==> src/rtl/pll_pwrdn_ctrl.sv <==
module pll_pwrdn_ctrl #(
  parameter int LOOPS = 2
) (
  input  logic             clk,
  input  logic             rst_n,
  input  logic [LOOPS-1:0] latch_i,
  input  logic [LOOPS-1:0] tri_bit_i,
  input  logic [LOOPS-1:0] pd_bit_i,
  input  logic [LOOPS-1:0] cp_tri_i,
  output logic [LOOPS-1:0] pd_o,
  output logic [LOOPS-1:0] hold_o,
  output logic [LOOPS-1:0] debias_o,
  output logic             osc_off_o
);

  logic [LOOPS-1:0] down;

  for (genvar g = 0; g < LOOPS; g++) begin : g_loop
    logic s1, s2, pend;

    always_ff @(posedge clk or negedge rst_n) begin
      if (!rst_n) begin
        s1      <= 1'b0;
        s2      <= 1'b0;
        pend    <= 1'b0;
        down[g] <= 1'b0;
      end else begin
        s1 <= cp_tri_i[g];
        s2 <= s1;
        if (latch_i[g]) begin
          if (!pd_bit_i[g]) begin
            down[g] <= 1'b0;
            pend    <= 1'b0;
          end else if (tri_bit_i[g]) begin
            down[g] <= 1'b1;
            pend    <= 1'b0;
          end else if (!down[g]) begin
            pend    <= 1'b1;
          end
        end else if (pend && s2) begin
          down[g] <= 1'b1;
          pend    <= 1'b0;
        end
      end
    end
  end

  assign pd_o      = down;
  assign hold_o    = down;
  assign debias_o  = down;
  assign osc_off_o = &down;

endmodule


==> config.mk <==
export PLATFORM = sky130hd
export DESIGN_NAME = pll_pwrdn_ctrl
export DESIGN_NICKNAME = d
export VERILOG_FILES = /design/src/rtl/pll_pwrdn_ctrl.sv
export SDC_FILE = /design/constraint.sdc
export NUM_CORES = 1
export LEC_CHECK = 0
export BUFFER_PORTS_ARGS = -buffer_cell sky130_fd_sc_hd__buf_2
export CAP_MARGIN = 20
export CORE_AREA = 2 2 39 41
export DETAILED_ROUTE_END_ITERATION = 6
export DIE_AREA = 0 0 41 43
export GPL_ROUTABILITY_DRIVEN = 0
export PLACE_DENSITY = 0.53
export SLEW_MARGIN = 10
export SYNTH_ARGS = -nofsm -noshare
export SYNTH_HDL_FRONTEND = slang
export SYNTH_SLANG_ARGS = --single-unit
==> constraint.sdc <==
create_clock -name clk -period 1.1 [get_ports clk]
set_input_delay 0.22 -clock clk [delete_from_list [all_inputs] [get_ports clk]]
set_output_delay 0.22 -clock clk [all_outputs]
set_load 0.1 [all_outputs]
==> results.yml, run 1 <==
clock_tree:
  clk_pin_slew_ps: 50
  htree_levels: 1
  ctsRootBufferMaster: "clkbuf_4"
  cts_sinks: 8
  cts-buffers-inserted: 3
  cts_tree: "done"
  insertion_delay_ps: 250
  cts.path.max_buffers: 2
layout:
  utilization_pct: 43.1
  design_area_um2: 597
  fin_nets: 59
  final_common_cell: "buf_2"
  diodes: 0
  fillCellCount: 135
  final_cell_mix: "buf_2, buf_12, dfrtp_1"
  syn_to_final_growth_pct: 79.3
  post_route_cells_drive_above_1_share_pct: 55.3
run_status:
  status: "complete, but fails checks"
  violations: "setup timing"
sta:
  setup_ws_ps: -172
  fmax_mhz: 786
  maxSlewViolCount: 0
  setup_viol: 7
  clock_skew_ps: 0.0948
  rsz0062_at_grt: "true"
  tightest_slew_ps: 216
  maxSlewHeadroom_pct: 85.5
  post-route-min-period_ps: 1270
  timing.final.crit_share_pct: 116
  finalHoldViolCount: 0
die:
  die_w_um: 41
  die-area_um2: 1760
  die_y_um: 43
  row_count: 14
  ioPinCount: 17
  coreArea_um2: 1380
  initial_core_util_pct: 24.1
synth:
  netlist.area_leader.share_pct: 60.2
  syn_inst: 27
  yosys_warnings: 0
  yosysUniqueCellTypes: 13
  seq_area_frac_synth_pct: 60.2
  yosys.area.top_type: "dfrtp_1"
  syn_area_per_cell_um2: 12.3
  synth_fp_nets: 37
  netlist_area_um2: 333
  ys_seq_elements: 8
  synth_area_leaders: "dfrtp_1, buf_4, a211oi_1"
worst_setup_path:
  required_ps: 880
  timing.rr.end: "g_loop[0].pend$_DFFE_PN0P_"
  startpoint_type: "register"
  critPathKind: "register to output port"
  cp_max_fo: 3
  r2r_slack_ps: 40
  reg2reg_depth: 3
  arrival_ps: 1050
  endpoint_kind: "output port"
  r2r-start: "debias_o[0]$_DFFE_PN0P_"
route:
  num_vias: 276
  drt_iter0_markers: 1
  vias_per_cell: 4.38
  drt-pass1-iter-count: 2
  antenna_left: 0
  wl_per_cell_um: 9.13
  wl_um: 575
  post-route-drc-count: 0
power:
  swShare_pct: 38.2
  p_int_mw: 0.625
  p_per_area_nw_per_um2: 1690
  p_switching_mw: 0.386
  power_frac_comb_pct: 45.7
  clkPwrFrac_pct: 21.2
  sequentialPowerShare_pct: 33.1
  p_leak_nw: 0.285
  irDropWorstVdd_v: 0.000614
job:
  drv_cap: 0
grt:
  grt-ovfl-total: 0
  grt_pass1_wl_um: 1000
  grtUsageMet1_pct: 7.09
  gr-usage-met3_pct: 1.57
  grt_pass1_vias: 281
  busiest_layer: "met2"
  met2_usage_pct: 15.6
  grt_usage_pct: 8.77
  grt_max_degree: 9
  antenna_found_initial: 0
placement:
  placed_cell_area_um2: 546
  portBuffers: 16
min_path:
  hold_path_class: "input pin to register"
  hold_depth: 1
  min_from: "cp_tri_i[1]"
  min_to: "g_loop[1].s1$_DFF_PN0_"
layer usage:
layer  up-vias  part of all wire (%)  wire, µm
li1        134                     -         -
met1       132                    31       179
met2        10                    62       358
met3         0                   6.4        37
met4         0                     0         0
met5         -                     0         0
power by group through the flow:
| stage | clock network (mW) | logic (mW) | registers [mW] |
|---|---|---|---|
| finish | 0.214 | 0.462 | 0.335 |
| global route | 0.245 | 0.480 | 0.338 |
| CTS | 0.229 | 0.465 | 0.334 |
| detailed placement | 0 | 0.444 | 0.342 |
| global placement | 0 | 0.443 | 0.342 |
| floorplan | 0 | 0.215 | 0.404 |
critical path, stage by stage (launching register included):
cell	delay (ps)
dfrtp_4	480
and2_4	170
buf_12	160
sequential cells by signal, indices dropped and copies added (netlist names):
signal / count
debias_o: 2
g_loop.pend: 2
g_loop.s1: 2
g_loop.s2: 2
worst max path at each step:
| stage | from | end | slack, ps | cells past startpoint |
|---|---|---|---|---|
| after floorplan | debias_o[0]$_DFFE_PN0P_ | osc_off_o | -130 | 1 |
| after detailed placement | debias_o[1]$_DFFE_PN0P_ | pd_o[1] | 70 | 2 |
| after CTS | debias_o[0]$_DFFE_PN0P_ | osc_off_o | -190 | 2 |
| final | debias_o[1]$_DFFE_PN0P_ | osc_off_o | -170 | 2 |
| after global placement | debias_o[1]$_DFFE_PN0P_ | pd_o[1] | 80 | 2 |
| after global routing | debias_o[1]$_DFFE_PN0P_ | osc_off_o | -220 | 2 |
area by class of cell:
cell class,count,area [µm²],share of cell area (%)
repair buffers,21,241,40.5
well taps,16,20.0,3.35
multi-input cells,15,105,17.6
flip-flops and latches,8,208,34.8
clock buffers,3,22.5,3.77
through the flow:
stage / hold WS [ps] / setup TNS [ps] / std cells / worst slack [ps] / power [mW]
2_1_floorplan: -75.6 / -486 / 27 / -134 / 0.618
3_3_place_gp: 66.4 / 0 / 57 / 78.9 / 0.785
3_5_place_dp: 71.5 / 0 / 57 / 74.5 / 0.786
4_1_cts: 66.4 / -1160 / 63 / -185 / 1.03
5_1_grt: 62.3 / -1340 / 63 / -216 / 1.06
6_report: 76.0 / -1070 / 63 / -172 / 1.01
repair_timing:
action	in CTS	in global routing
hold buffers	1	0
pin swaps	0	0
setup buffers	2	0
hold endpoints to repair	8	0
resized for setup	1	0
endpoints found under the setup margin	7	8
gates cloned	0	0
cells in the mapped netlist:
cell type / count
and4b_1: 1
a21oi_1: 2
nand2b_1: 1
and2_1: 1
a211oi_1: 2
nor2b_1: 1
nor2_1: 2
dfrtp_1: 8
o21ai_0: 2
a32o_1: 1
buf_4: 4
and4bb_1: 1
a211o_1: 1
cell families after synthesis:
logic type / Yosys count / synth area share [%]
AOI/OAI and AO/OA: 8 / 16.2
DFF: 8 / 60.1
and+or+nand+nor: 7 / 14.7
buffers and inverters: 4 / 9.02
No activity file was read; power rests on OpenSTA's default activity.
==> inputs of run 2 (changes only) <==
--- a/config.mk
+++ b/config.mk
@@ -8,6 +8,7 @@
 export BUFFER_PORTS_ARGS = -buffer_cell sky130_fd_sc_hd__buf_2
 export CAP_MARGIN = 20
 export CORE_AREA = 2 2 39 41
+export CTS_CLUSTER_SIZE = 10
 export DETAILED_ROUTE_END_ITERATION = 6
 export DIE_AREA = 0 0 41 43
 export GPL_ROUTABILITY_DRIVEN = 0
==> constraint.sdc (replaced) <==
create_clock -name clk -period 1.1 [get_ports clk]
set_input_delay 0.275 -clock clk [delete_from_list [all_inputs] [get_ports clk]]
set_output_delay 0.275 -clock clk [all_outputs]
set_load 0.1 [all_outputs]
==> run 2 against run 1 <==
The run still ends with setup timing left. Sequential share of layout area shrank 0.99 points. Final cell count stayed put. Power is 1.4% higher. Core utilization up 1.3 points. Flip-flop and latch count unchanged. Worst setup slack got worse by 60 ps. Critical path type unchanged.
==> results.yml, run 2 (synthesis results as in run 1) <==
run_status:
  status: "complete, but fails checks"
  violations: "setup timing"
power:
  p_leak_nw: 0.291
  p_switching_mw: 0.389
  sequentialPowerShare_pct: 32.7
  swShare_pct: 38.0
  clkPwrFrac_pct: 20.8
  p_int_mw: 0.636
  irDropWorstVdd_v: 0.000535
  p_per_area_nw_per_um2: 1670
  power_frac_comb_pct: 46.5
sta:
  maxSlewViolCount: 0
  tightest_slew_ps: 186
  timing.final.crit_share_pct: 121
  post-route-min-period_ps: 1330
  setup_ws_ps: -232
  clock_skew_ps: 0.0742
  fmax_mhz: 751
  maxSlewHeadroom_pct: 87.5
  setup_viol: 7
  rsz0062_at_grt: "true"
  finalHoldViolCount: 0
die:
  row_count: 14
  initial_core_util_pct: 24.1
  die_y_um: 43
  die_w_um: 41
  coreArea_um2: 1380
  die-area_um2: 1760
  ioPinCount: 17
grt:
  grt-ovfl-total: 0
  grt_pass1_wl_um: 924
  grt_pass1_vias: 256
  grt_usage_pct: 8.34
  grt_max_degree: 9
  antenna_found_initial: 0
worst_setup_path:
  endpoint_kind: "output port"
  r2r-start: "debias_o[1]$_DFFE_PN0P_"
  startpoint: "debias_o[1]$_DFFE_PN0P_"
  cp_max_fo: 2
  arrival_ps: 1060
  critPathKind: "register to output port"
  required_ps: 820
  startpoint_type: "register"
layout:
  post_route_cells_drive_above_1_share_pct: 57.4
  diodes: 0
  utilization_pct: 44.4
  final_cell_mix: "buf_2, buf_12, dfrtp_1"
  fin_nets: 59
  fillCellCount: 120
  multi_input_area_um2: 110
  syn_to_final_growth_pct: 84.6
  instances_no_fill: 63
  register_area_um2: 208
  design_area_um2: 614
clock_tree:
  htree_levels: 1
  cts_sinks: 8
  insertion_delay_ps: 240
  cts.path.max_buffers: 2
  cts_tree: "done"
  clk_pin_slew_ps: 50
  ctsRootBufferMaster: "clkbuf_4"
  cts-buffers-inserted: 3
placement:
  portBuffers: 16
  dp_slack_ps: 29.1
  dp_cells: 57
  placed_cell_area_um2: 558
job:
  drv_cap: 0
route:
  post-route-drc-count: 0
  drt_iter0_markers: 0
  antenna_left: 0
  wl_um: 554
  vias_per_cell: 4.24
  drt-pass1-iter-count: 1
  wl_per_cell_um: 8.79
  num_vias: 267
min_path:
  hold_path_class: "input pin to register"
  min_from: "cp_tri_i[1]"
## run 2: cell counts in the layout (fill, tap and decap cells not counted)
Identical to the previous run, type by type.
## run 2: per-layer routing
layer / up-vias / part of all wire, % / track usage [%] / wire length, µm
li1: 134 / - / - / -
met2: 10 / 57 / 13.1 / 316
met1: 123 / 36 / 7.38 / 202
met4: 0 / 0 / 10.0 / 0
met3: 0 / 6.3 / 1.57 / 35
met5: - / 0 / 0 / 0
## run 2: final cells by class
| type | instances | area share [%] |
|---|---|---|
| Clock buffer | 3 | 3.67 |
| Timing Repair Buffer | 21 | 41.3 |
| Tap cell | 16 | 3.26 |
| Multi-Input combinational cell | 15 | 17.9 |
| Sequential cell | 8 | 33.8 |
## run 2: worst paths after layout
path | endpoint | slack (ps) | cells past startpoint
worst min-delay path | g_loop[1].s1$_DFF_PN0_ | 130 | 1
worst max-delay path | osc_off_o | -230 | 2
max in group asynchronous | debias_o[0]$_DFFE_PN0P_ | 510 | 2
worst min register to register | g_loop[0].s2$_DFF_PN0_ | 350 | 0
worst max register to register | debias_o[1]$_DFFE_PN0P_ | 50 | 4
min in group asynchronous | debias_o[1]$_DFFE_PN0P_ | 410 | 2
## run 2: per-stage QoR
step                hold slack (ps)  setup TNS (ps)  total power [mW]
global placement                125               0             0.798
floorplan                     -20.6            -761             0.618
detailed placement              126               0             0.800
finish                          132           -1460              1.03
global route                    115           -1680              1.07
CTS                             118           -1590              1.04
## run 2: power by group through the flow
stage | Combinational, mW | Clock [mW] | Sequential (mW)
after floorplan | 0.215 | 0 | 0.404
after global placement | 0.457 | 0 | 0.341
after detailed placement | 0.458 | 0 | 0.342
after CTS | 0.476 | 0.232 | 0.336
after global routing | 0.494 | 0.244 | 0.338
final | 0.476 | 0.213 | 0.335
## run 2: repair_timing
action	4_1_cts	5_1_grt
gates resized for setup	2	1
pin swaps	1	0
setup buffers	2	0
hold endpoints to repair	8	0
cloned	0	0
hold buffers	1	0
setup endpoints to repair	7	8
## run 2: worst max-delay path, stage by stage (launching register included)
cell	delay [ps]
dfrtp_4	480
and2_4	170
buf_12	160
